`src/rtl/ide_chan_pkg.sv`:
```
package ide_chan_pkg;

  localparam logic [7:0] SLOT_DATA   = 8'h00;
  localparam logic [7:0] SLOT_TF_LO  = 8'h01;
  localparam logic [7:0] SLOT_TF_HI  = 8'h07;
  localparam logic [7:0] SLOT_STAT_A = 8'h08;
  localparam logic [7:0] SLOT_STAT_B = 8'h16;
  localparam logic [7:0] SLOT_TIMING = 8'h20;
  localparam logic [7:0] SLOT_IRQ    = 8'h30;

  // interrupt line numbering: line n owns state bit (31 - n)
  localparam int LINE_DMA  = 0;
  localparam int LINE_DISK = 1;

  typedef struct packed {
    logic dp_rd;
    logic dp_wr;
    logic tf_rd;
    logic tf_wr;
    logic st_rd;
    logic ctl_wr;
    logic tm_rd;
    logic tm_wr;
    logic irq_rd;
    logic irq_wr;
  } strb_t;

  function automatic logic size_ok(input logic [2:0] sz);
    return (sz == 3'd1) || (sz == 3'd2) || (sz == 3'd4);
  endfunction

  function automatic logic [31:0] dp_fold(input logic [2:0] sz, input logic [31:0] w);
    case (sz)
      3'd1:    return {24'h0, w[7:0]};
      3'd2:    return {16'h0, w[15:0]};
      default: return w;
    endcase
  endfunction

endpackage

```
`src/rtl/ide_slot_decode.sv`:
```
module ide_slot_decode
  import ide_chan_pkg::*;
#(
  parameter int SLOT_W = 8
) (
  input  logic [SLOT_W-1:0] slot,
  input  logic [2:0]        size,
  input  logic              rd,
  input  logic              wr,
  output strb_t             strb,
  output logic [2:0]        tf_idx
);

  logic wr_only;
  logic sz1, sz4, sz_any, sz_wide;
  logic is_data, is_tf, is_stat, is_tm, is_irq;

  assign wr_only = wr && !rd;
  assign sz1     = (size == 3'd1);
  assign sz4     = (size == 3'd4);
  assign sz_any  = size_ok(size);
  assign sz_wide = (size == 3'd2) || sz4;

  assign is_data = (slot == SLOT_DATA);
  assign is_tf   = (slot >= SLOT_TF_LO) && (slot <= SLOT_TF_HI);
  assign is_stat = (slot == SLOT_STAT_A) || (slot == SLOT_STAT_B);
  assign is_tm   = (slot == SLOT_TIMING);
  assign is_irq  = (slot == SLOT_IRQ);

  assign tf_idx = slot[2:0];

  always_comb begin
    strb        = '0;
    strb.dp_rd  = rd && is_data && sz_any;
    strb.dp_wr  = wr_only && is_data && sz_wide;
    strb.tf_rd  = rd && is_tf && sz1;
    strb.tf_wr  = wr_only && is_tf && sz1;
    strb.st_rd  = rd && is_stat && sz1;
    strb.ctl_wr = wr_only && is_stat && sz1;
    strb.tm_rd  = rd && is_tm && sz4;
    strb.tm_wr  = wr_only && is_tm && sz4;
    strb.irq_rd = rd && is_irq && sz4;
    strb.irq_wr = wr_only && is_irq && sz4;
  end

endmodule

```
`src/rtl/ide_irq_state.sv`:
```
module ide_irq_state #(
  parameter int N_LINES = 2,
  parameter int W       = 32
) (
  input  logic               clk,
  input  logic               rst_n,
  input  logic [N_LINES-1:0] lines,
  input  logic               clr_top,
  output logic [W-1:0]       state
);

  assign state[W-N_LINES-1:0] = '0;

  for (genvar n = 0; n < N_LINES; n++) begin : g_line
    logic seen_q;
    logic bit_q;
    logic changed;

    assign changed = (lines[n] != seen_q);

    always_ff @(posedge clk or negedge rst_n) begin
      if (!rst_n) begin
        seen_q <= 1'b0;
        bit_q  <= 1'b0;
      end else begin
        seen_q <= lines[n];
        if (changed)
          bit_q <= lines[n];
        else if ((n == 0) && clr_top)
          bit_q <= 1'b0;
      end
    end

    assign state[W-1-n] = bit_q;
  end

endmodule

```
`src/rtl/ide_chan_regs.sv`:
```
module ide_chan_regs
  import ide_chan_pkg::*;
#(
  parameter int ADDR_W     = 12,
  parameter int SLOT_SHIFT = 4,
  parameter int TM_W       = 32
) (
  input  logic              clk,
  input  logic              rst_n,
  input  logic [ADDR_W-1:0] bus_addr,
  input  logic [31:0]       bus_wdata,
  input  logic              bus_wr,
  input  logic              bus_rd,
  input  logic [2:0]        bus_size,
  output logic [31:0]       bus_rdata,
  output logic              dp_rd,
  output logic              dp_wr,
  output logic              dp_wide,
  output logic [31:0]       dp_wdata,
  input  logic [31:0]       dp_rdata,
  output logic              tf_rd,
  output logic              tf_wr,
  output logic [2:0]        tf_idx,
  output logic [7:0]        tf_wdata,
  input  logic [7:0]        tf_rdata,
  output logic              st_rd,
  input  logic [7:0]        st_rdata,
  output logic              ctl_wr,
  output logic [7:0]        ctl_wdata,
  output logic              drv_rst,
  input  logic              irq_dma_in,
  input  logic              irq_disk_in,
  output logic              irq_dma_out,
  output logic              irq_disk_out
);

  localparam int SLOT_W  = ADDR_W - SLOT_SHIFT;
  localparam int N_LINES = 2;

  strb_t             strb;
  logic [SLOT_W-1:0] slot;
  logic              unused_addr_lo;
  logic [TM_W-1:0]   timing_q;
  logic [31:0]       irq_state;
  logic [31:0]       rd_next;
  logic [31:0]       rdata_q;
  logic              rst_pend_q;
  logic              tm_wr_evt;
  logic              irq_clr_evt;

  assign slot           = bus_addr[ADDR_W-1:SLOT_SHIFT];
  assign unused_addr_lo = ^bus_addr[SLOT_SHIFT-1:0];

  ide_slot_decode #(.SLOT_W(SLOT_W)) u_dec (
    .slot   (slot),
    .size   (bus_size),
    .rd     (bus_rd),
    .wr     (bus_wr),
    .strb   (strb),
    .tf_idx (tf_idx)
  );

  assign dp_rd     = strb.dp_rd;
  assign dp_wr     = strb.dp_wr;
  assign dp_wide   = (bus_size == 3'd4);
  assign dp_wdata  = bus_wdata;
  assign tf_rd     = strb.tf_rd;
  assign tf_wr     = strb.tf_wr;
  assign tf_wdata  = bus_wdata[7:0];
  assign st_rd     = strb.st_rd;
  assign ctl_wr    = strb.ctl_wr;
  assign ctl_wdata = bus_wdata[7:0];

  assign tm_wr_evt   = strb.tm_wr;
  assign irq_clr_evt = strb.irq_wr && bus_wdata[31];

  always_ff @(posedge clk or negedge rst_n) begin
    if (!rst_n)
      timing_q <= '0;
    else if (tm_wr_evt)
      timing_q <= bus_wdata[TM_W-1:0];
  end

  ide_irq_state #(.N_LINES(N_LINES), .W(32)) u_irq (
    .clk     (clk),
    .rst_n   (rst_n),
    .lines   ({irq_disk_in, irq_dma_in}),
    .clr_top (irq_clr_evt),
    .state   (irq_state)
  );

  assign irq_dma_out  = irq_dma_in;
  assign irq_disk_out = irq_disk_in;

  always_comb begin
    rd_next = '1;
    if (strb.dp_rd)       rd_next = dp_fold(bus_size, dp_rdata);
    else if (strb.tf_rd)  rd_next = {24'h0, tf_rdata};
    else if (strb.st_rd)  rd_next = {24'h0, st_rdata};
    else if (strb.tm_rd)  rd_next = 32'(timing_q);
    else if (strb.irq_rd) rd_next = irq_state;
  end

  always_ff @(posedge clk or negedge rst_n) begin
    if (!rst_n)
      rdata_q <= '0;
    else if (bus_rd)
      rdata_q <= rd_next;
  end

  assign bus_rdata = rdata_q;

  always_ff @(posedge clk or negedge rst_n) begin
    if (!rst_n)
      rst_pend_q <= 1'b1;
    else
      rst_pend_q <= 1'b0;
  end

  assign drv_rst = rst_pend_q;

endmodule

```
`config.mk`:
```
export PLATFORM = sky130hd
export DESIGN_NAME = ide_chan_regs
export DESIGN_NICKNAME = d
export VERILOG_FILES = /design/src/rtl/ide_chan_pkg.sv /design/src/rtl/ide_slot_decode.sv /design/src/rtl/ide_irq_state.sv /design/src/rtl/ide_chan_regs.sv
export SDC_FILE = /design/constraint.sdc
export NUM_CORES = 1
export LEC_CHECK = 0
export BUFFER_PORTS_ARGS = -buffer_cell sky130_fd_sc_hd__buf_2
export CORE_UTILIZATION = 45
export CTS_CLUSTER_DIAMETER = 120
export DETAILED_ROUTE_END_ITERATION = 12
export PLACE_DENSITY = 0.85
export SYNTH_ARGS = -nofsm -noshare
export SYNTH_HDL_FRONTEND = slang
export SYNTH_SLANG_ARGS = --single-unit
export TNS_END_PERCENT = 20
```
`constraint.sdc`:
```
create_clock -name clk -period 2.4 [get_ports clk]
set_clock_uncertainty 0.05 [all_clocks]
set_input_delay 0 -clock clk [delete_from_list [all_inputs] [get_ports clk]]
set_output_delay 0 -clock clk [all_outputs]
set_load 0.02 [all_outputs]
```
== Word-level counts from Yosys, hierarchy flattened ==
Index checks and enable logic that the tools add are counted.

* Order comparisons: 2
* Equal/unequal tests: 9
* Mux-type cells: 8
* Reduce and logical (&&, ||, !) cells: 30

{| class="wikitable"
|+ Operators with widths
! cell !! number
|-
| $mux 32 || 5
|-
| $pmux 32 s2 || 1
|-
| $logic_and 1x1->1 || 23
|-
| $eq 8x6->1 const B || 2
|-
| $eq 8x4->1 const B || 1
|-
| $eq 8x5->1 const B || 1
|-
| $ge 8x1->1 const B || 1
|-
| $le 8x3->1 const B || 1
|-
| $logic_not 8->1 || 1
|-
| $logic_or 1x1->1 || 4
|-
| $eq 3x1->1 const B || 1
|-
| $eq 3x2->1 const B || 1
|-
| $eq 3x3->1 const B || 1
|-
| $mux 1 || 2
|-
| $ne 1x1->1 || 2
|-
| $reduce_bool 2->1 || 1
|-
| $logic_not 1->1 || 1
|}

* Bits in registers: 69
* Input port bits: 101
* Logic and storage cells: 56

== Depth between registers and ports, before layout ==
Gate-level depths: netlist of run 1.

* Depth in word-level cells: 8
* Depth in mapped cells: 8
* Gate-level depth less buffers: 5

== Modules after synthesis ==
A second synthesis of run 1 with hierarchy kept.

* Cells, all modules: 364
* Area, all modules: 4101.4 um^2

{| class="wikitable"
|+ By module, submodules not included
! module !! instances !! cells each !! area each (um^2) !! sequential area each (um^2)
|-
| ide_chan_regs || 1 || 284 || 3470.8 || 1627.8
|-
| ide_irq_state || 1 || 44 || 394.1 || 100.1
|-
| ide_slot_decode || 1 || 36 || 236.5 || 0.0
|}

== Least setup slack after synthesis of run 1 ==
Ideal clock, no wire load.

* Path kind: input to register
* Start: input port bus_addr[8]
* End: register rdata_q[24] (netlist: bus_rdata[24])
* Library setup time: 0.090 ns
* Data arrival time: 1.427 ns
* Setup slack: 0.833 ns
* Stages: 8
* Path buffers: 3
* Cell sequence: buf_6 -> and4b_1 -> a32o_1 -> and3_4 -> or2_1 -> buf_6 -> buf_12 -> o31ai_4

{| class="wikitable"
|+ RTL lines
! item !! line !! RTL
|-
| start: declaration || ide_chan_regs.sv:10 || <nowiki>input logic [ADDR_W-1:0] bus_addr,</nowiki>
|-
| $eq 8x4->1 or $eq 8x5->1 (tied branches) || ide_slot_decode.sv:26 || <nowiki>assign is_stat = (slot == SLOT_STAT_A) || (slot == SLOT_STAT_B);</nowiki>
|-
| $logic_or 1x1->1 * || ide_slot_decode.sv:26 ||
|-
| $logic_and 1x1->1 * (2 in series) || ide_slot_decode.sv:38 || <nowiki>strb.st_rd = rd && is_stat && sz1;</nowiki>
|-
| named net st_rd || ide_chan_regs.sv:26 || <nowiki>output logic st_rd,</nowiki>
|-
| $mux 32 * || ide_chan_regs.sv:99 || <nowiki>else if (strb.st_rd) rd_next = {24'h0, st_rdata};</nowiki>
|-
| $mux 32 * || ide_chan_regs.sv:98 || <nowiki>else if (strb.tf_rd) rd_next = {24'h0, tf_rdata};</nowiki>
|-
| $mux 32 * || ide_chan_regs.sv:97 || <nowiki>if (strb.dp_rd) rd_next = dp_fold(bus_size, dp_rdata);</nowiki>
|-
| end signal: assignment || ide_chan_regs.sv:108 || <nowiki>rdata_q <= rd_next;</nowiki>
|-
| end: declaration || ide_chan_regs.sv:46 || <nowiki>logic [31:0] rdata_q;</nowiki>
|}

Mark *: on every way through the listed nets, which the timed path passes. The rest lies on a longest branch.
A chain may end at the register's enable or synchronous reset.

== Worst setup path after layout of run 1 ==
* Start: input port bus_addr[10]
* End: register rdata_q[7] (netlist: bus_rdata[7])

* Word-level cells in the longest chain between the ends: 8

{| class="wikitable"
|+ RTL lines
! item !! line !! RTL
|-
| $eq 8x6->1 || ide_slot_decode.sv:28 || <nowiki>assign is_irq = (slot == SLOT_IRQ);</nowiki>
|-
| $logic_and 1x1->1 (2 in series) || ide_slot_decode.sv:42 || <nowiki>strb.irq_rd = rd && is_irq && sz4;</nowiki>
|-
| $mux 32 || ide_chan_regs.sv:101 || <nowiki>else if (strb.irq_rd) rd_next = irq_state;</nowiki>
|-
| $mux 32 || ide_chan_regs.sv:100 || <nowiki>else if (strb.tm_rd) rd_next = 32'(timing_q);</nowiki>
|-
| $mux 32 || ide_chan_regs.sv:99 ||
|-
| $mux 32 || ide_chan_regs.sv:98 ||
|-
| $mux 32 * || ide_chan_regs.sv:97 ||
|}

Mark *: on every way between the ends. The rest lies on a longest branch, timed or not.

==> results of run 1 <==
[flip-flops by register name (all words and copies together) (netlist names)]
register	cells
drv_rst	1
u_irq.g_line.bit_q	2
bus_rdata	32
u_irq.g_line.seen_q	2
timing_q	32
[path summary, 6_finish.rpt]
| check | startpoint | to | slack [ns] | cells after the start |
|---|---|---|---|---|
| worst max register to register | timing_q[4] | bus_rdata[4] | 0.70 | 4 |
| max in group asynchronous | rst_n | drv_rst | 1.33 | 3 |
| worst max-delay path | bus_addr[10] | bus_rdata[7] | 0.12 | 7 |
| min in group asynchronous | rst_n | bus_rdata[4] | 0.22 | 2 |
| worst min register to register | timing_q[11] | timing_q[11] | 0.46 | 1 |
| worst min-delay path | bus_addr[8] | bus_rdata[30] | 0.06 | 4 |
[synth_stat cells (all sizes together)]
| cell type | count |
|---|---|
| dfrtp | 68 |
| buf | 62 |
| a21oi | 33 |
| mux2 | 33 |
| nor2 | 28 |
| nand2 | 22 |
| inv | 19 |
| nand3 | 14 |
| o31ai | 14 |
| clkbuf | 12 |
| o21ai | 12 |
| or2 | 7 |
| a221o | 6 |
| and3 | 5 |
| o221ai | 5 |
| a31oi | 4 |
| nor2b | 4 |
| nor4 | 4 |
| and2 | 3 |
| nor3 | 3 |
| nor3b | 3 |
| a22oi | 2 |
| a311o | 2 |
| nand4 | 2 |
| o211ai | 2 |
| a32o | 1 |
| and4b | 1 |
| conb | 1 |
| dfstp | 1 |
| ha | 1 |
| maj3 | 1 |
| nor4bb | 1 |
| or3 | 1 |
| xor2 | 1 |
[through the flow]
stage           util  total power [mW]  area (um^2)  hold slack [ns]  setup WS [ns]
2_1_floorplan      -              1.47         3880           -0.346          0.833
3_3_place_gp   0.549              1.61         4530           0.0627          0.552
3_5_place_dp   0.549              1.62         4530           0.0710          0.376
4_1_cts        0.664              2.69         5480           0.0393          0.251
5_1_grt        0.664              2.79         5480           0.0983         0.0181
6_report       0.664              2.67         5480           0.0606          0.117
[where the power goes]
group	internal [mW]	switching [mW]	leakage (nW)
Sequential	1.19	0.0167	0.818
Clock	0.555	0.410	0.102
Combinational	0.227	0.267	1.75
Total	1.97	0.694	2.67
[kinds of logic (layout without fill, tap and decap cells)]
family	after synthesis	count (layout)	share of synthesized area
buffers and inverters	93	307	0.151
AND/OR/NAND/NOR	98	98	0.129
XOR/XNOR	1	1	0.00226
adder cells (fa/ha/maj)	2	2	0.00581
other	1	1	0.000967
flip-flops	69	69	0.446
AO/OA/AOI/OAI	81	81	0.169
multiplexers	33	33	0.0959
[area by class of cell]
class	count	area (um^2)	share of cell area
clock buffer	13	169	0.0308
clock inverter	1	30.0	0.00548
inverter	19	71.3	0.0130
multi-input combinational	216	1570	0.286
sequential	69	1730	0.315
tap	105	131	0.0240
timing repair buffer	274	1780	0.325
[layer usage]
layer  wire length [um]  track usage  vias up
li1                   -            -     1681
met1               4490        0.294     1766
met2               6400        0.499      189
met3                764       0.0507       30
met4                298        0.154        0
met5                  0            0        -
[worst min-delay path, stage by stage]
cell and delay [ns]:
buf_2 0.17, a21oi_1 0.08, nor2_1 0.08, o21ai_1 0.07
==> impl_metrics.yaml, run 1 <==
floorplan:
  core-area_um2: 8260
  die-area_um2: 8990
  rows: 33
  start_util: 0.469
  die_h_um: 94.8
  ioPinCount: 194
  die_w_um: 94.8
layout:
  area_growth_pct: 41.4
  fillers: 651
  diodes: 0
  nets: 691
  final_cell_mix: "buf_2, dlygate4sd3_1, dfrtp_1"
  final_common_cell: "buf_2"
  fin_cells: 697
  layout-drive-gt1-share: 0.439
timing:
  finalHoldViolCount: 0
  period_needed_ns: 2.28
  min_period_over_period: 0.951
  rsz0062_at_grt: "no"
  slew_headroom: 0.483
  fmax_mhz: 438
  slew_viol_final: 0
  tightest_slew_ns: 0.775
  setup_viol: 0
  finalSetupTns_ns: 0
setup_path:
  path_cells: "buf_2 > nor4_1 > a32o_1 > nand3_1 > or2_0 > a221o_1 > dlygate4sd3_1"
  endpoint_kind: "flip-flop"
  critPathTopFamily: "simple AND/OR/NAND/NOR gates"
  cp_max_fo: 8
  slowest_delay_ns: 0.57
  slowest_stage: "dlygate4sd3_1"
  arrival_ns: 2.45
  worst-path-buf-inv: 2
  setup.worst_path.class: "primary input to flip-flop"
  critPathRequiredTime_ns: 2.56
  start_kind: "primary input"
min_path:
  hp-class: "primary input to flip-flop"
job:
  max-cap-violations: 0
route:
  vias_per_cell: 5.26
  vias: 3666
  first_pass_iters: 4
  drt-initial-drc-count: 163
  wl_per_cell_um: 17.1
  routed_wl_um: 12000
  ant_nets: 0
  route.detailed.drc: 0
synthesis:
  synthesis.area_um2: 3880
  synth_area_leader_cell: "dfrtp_1"
  syn_inst: 378
  netlist_top_cells_area: "dfrtp_1, buf_4, mux2_2"
  seq_area_frac_synth: 0.446
  syn_area_per_cell_um2: 10.3
  yosys_warnings: 0
  ys_ff_latch: 69
  syn_nets: 480
  synth.top_cell.area_share: 0.439
  ys_types: 46
clocking:
  cts_max_level: 3
  clock_sinks: 69
  hold_buffers: 75
  clk_pin_slew_ns: 0.07
  clock_latency_ns: 0.33
  cts_tree: "built"
  cts_buffers: 9
  post-cts-setup-buffers: 0
  cts.repair.resized: 0
  clk_path_buf_depth: 2
  cts_root_buf: "clkbuf_8"
place:
  dp.cells: 608
  dpl.hpwl_um: 7370
  port_buffers: 189
  globalplace.congestion: 0.796
global_route:
  grt_usage: 0.273
  antenna_found_initial: 0
  grt_pass1_wl_um: 18500
  grt_pass1_vias: 3845
  grt_max_degree: 39
  overflow: 0
pwr:
  powerDensity_nw_per_um2: 487
  ir_drop_mv: 0.287
  p_leak_nw: 2.67
status:
  status: "complete, no violations"
No activity file was read; power rests on OpenSTA's default activity.
==> inputs of run 2 (changes only) <==
--- a/config.mk
+++ b/config.mk
@@ -9,8 +9,9 @@
 export CORE_UTILIZATION = 45
 export CTS_CLUSTER_DIAMETER = 120
 export DETAILED_ROUTE_END_ITERATION = 12
-export PLACE_DENSITY = 0.85
+export PLACE_DENSITY = 0.84
 export SYNTH_ARGS = -nofsm -noshare
 export SYNTH_HDL_FRONTEND = slang
+export SYNTH_HIERARCHICAL = 1
 export SYNTH_SLANG_ARGS = --single-unit
 export TNS_END_PERCENT = 20
==> run 2 against run 1 <==
Net effect: sequential power hardly changed; clock power grew 5%; power increased by 4.0%; combinational power rose by 9.1%; die area increased by 5.7%; critical endpoint is now bus_rdata[4]; synthesized cell count shrank 3.7%; worst setup slack got worse by 0.0010 ns; final area up 2.1%; global-route usage decreased by 2.1 points; critical path depth grew 1; count of clock-buffer cells in the layout is 2 lower; first-iteration DRC count shrank 29%.
==> impl_metrics.yaml, run 2 <==
timing:
  setup_viol: 0
  tightest_slew_ns: 1.18
  rsz0062_at_grt: "no"
  setup_slack_ns: 0.116
  slew_viol_final: 0
  finalSetupTns_ns: 0
  min_period_over_period: 0.952
  fmax_mhz: 438
  finalHoldViolCount: 0
  period_needed_ns: 2.28
  slew_headroom: 0.215
setup_path:
  start_kind: "primary input"
  setup.worst_path.class: "primary input to flip-flop"
  endpoint_kind: "flip-flop"
  cp_max_fo: 14
  critPathRequiredTime_ns: 2.57
  arrival_ns: 2.46
place:
  dpl.hpwl_um: 7380
  pre_cts_slack_ns: 0.0371
  dp.cells: 593
  port_buffers: 189
  globalplace.congestion: 0.841
  place_area_um2: 4600
synthesis:
  yosys-top-cells-count: "buf_4, dfrtp_1, mux2_2"
  syn_area_per_cell_um2: 11.3
  ys_types: 49
  synth-async-reset-ratio: 1.00
  ys_ff_latch: 69
  synth-edff-count: 0
  ys.flop_type: "dfrtp_1"
  synth.most_common_cell: "buf_4"
  netlist_top_cells_area: "dfrtp_1, buf_4, mux2_2"
  synth_area_leader_cell: "dfrtp_1"
  syn_inst: 364
  seq_area_frac_synth: 0.421
  yosys_warnings: 6
  synthesis.area_um2: 4100
  synth.top_cell.area_share: 0.415
pwr:
  powerDensity_nw_per_um2: 496
  p_leak_nw: 2.68
  ir_drop_mv: 0.351
  power_mw: 2.78
clocking:
  cts_root_buf: "clkbuf_8"
  clk_path_buf_depth: 2
  clock_latency_ns: 0.35
  clock_sinks: 69
  cts_tree: "built"
  cts_buffers: 9
  cts_max_level: 3
  clk_pin_slew_ns: 0.08
route:
  first_pass_iters: 4
  route.detailed.drc: 0
  drt-initial-drc-count: 116
  vias: 3710
  vias_per_cell: 5.40
  routed_wl_um: 12200
  wl_per_cell_um: 17.7
  ant_nets: 0
layout:
  area_growth_pct: 36.4
  diodes: 0
  fin_cells: 687
  final_cell_mix: "buf_2, dlygate4sd3_1, dfrtp_1"
  final_common_cell: "buf_2"
  layout-drive-gt1-share: 0.461
  finalInstanceArea_um2: 5590
  nets: 676
floorplan:
  die-area_um2: 9500
  core-area_um2: 8760
  die_h_um: 97.5
  start_util: 0.468
  rows: 34
  die_w_um: 97.5
  ioPinCount: 194
global_route:
  grt_max_degree: 70
  grt_pass1_vias: 3933
  grt_usage: 0.252
  antenna_found_initial: 0
  grt_pass1_wl_um: 19000
  overflow: 0
job:
  max-cap-violations: 0
min_path:
  hp-class: "primary input to flip-flop"
status:
  status: "complete, no violations"
[run 2: cell count changes in the layout (fill, tap and decap cells not counted), moves of 10 or more]
| cell | change |
|---|---|
| a21oi_1 | -30 |
| a221o_1 | +15 |
| conb_1 | +30 |
| inv_1 | -14 |
| nand2_1 | -12 |
| nor2_1 | -12 |
| o221a_1 | +15 |
| o31ai_4 | -10 |
[run 2: kinds of logic after synthesis]
logic type	synth area share
fa+ha+maj	0.00305
flops	0.421
simple gates	0.0967
xor+xnor	0.00641
compound gates	0.182
mux	0.0915
other cells	0.00183
buf+inv	0.197
[run 2: what timing repair did]
action | in CTS | in global routing
endpoints found under the setup margin | 0 | 3
hold endpoints to repair | 134 | 0
buffers inserted | 0 | 3
hold buffers | 74 | 0
resized for setup | 0 | 1
[run 2: worst max-delay path, cell delays in order]
cell and delay (ns):
buf_2 0.13, or4_4 0.58, nor4b_4 0.31, buf_4 0.26, nor2b_1 0.12, a221oi_1 0.31
a31oi_1 0.15, dlygate4sd3_1 0.59
[run 2: area by class of cell]
| class | count | area, um^2 |
|---|---|---|
| clock buffer | 11 | 151 |
| clock inverter | 5 | 58.8 |
| fill | 690 | 3170 |
| inverter | 6 | 22.5 |
| multi-input combinational | 213 | 1710 |
| sequential | 69 | 1730 |
| tap | 108 | 135 |
| timing repair buffer | 275 | 1790 |
[run 2: through the flow]
step,hold WS [ns],utilization
after detailed placement,0.0998,0.525
final,0.00489,0.638
after floorplan,-0.346,-
after global routing,0.0131,0.638
after global placement,0.0929,0.525
after CTS,0.00207,0.634
[run 2: worst paths after layout]
kind	start	to	slack [ns]	depth (start not counted)
hold reg to reg	u_irq/g_line[1].seen_q	u_irq/g_line[1].bit_q	0.39	1
setup / recovery	bus_addr[5]	bus_rdata[4]	0.12	8
min in group asynchronous	rst_n	bus_rdata[12]	0.27	2
hold / removal	tf_rdata[2]	bus_rdata[2]	0.005	3
setup reg to reg	timing_q[4]	bus_rdata[4]	0.88	3
max in group asynchronous	rst_n	bus_rdata[23]	1.45	2
[run 2: metal layers]
metal	track usage	routed length, um	vias up	part of all wire
met3	0.0647	747	31	0.061
met5	0	0	-	0
met1	0.277	4650	1805	0.38
met2	0.458	6450	201	0.53
li1	-	-	1673	-
met4	0.106	333	0	0.027
[run 2: power by group]
group | internal [mW] | switching [mW]
Sequential | 1.20 | 0.0241
Combinational | 0.251 | 0.288
Clock | 0.537 | 0.471
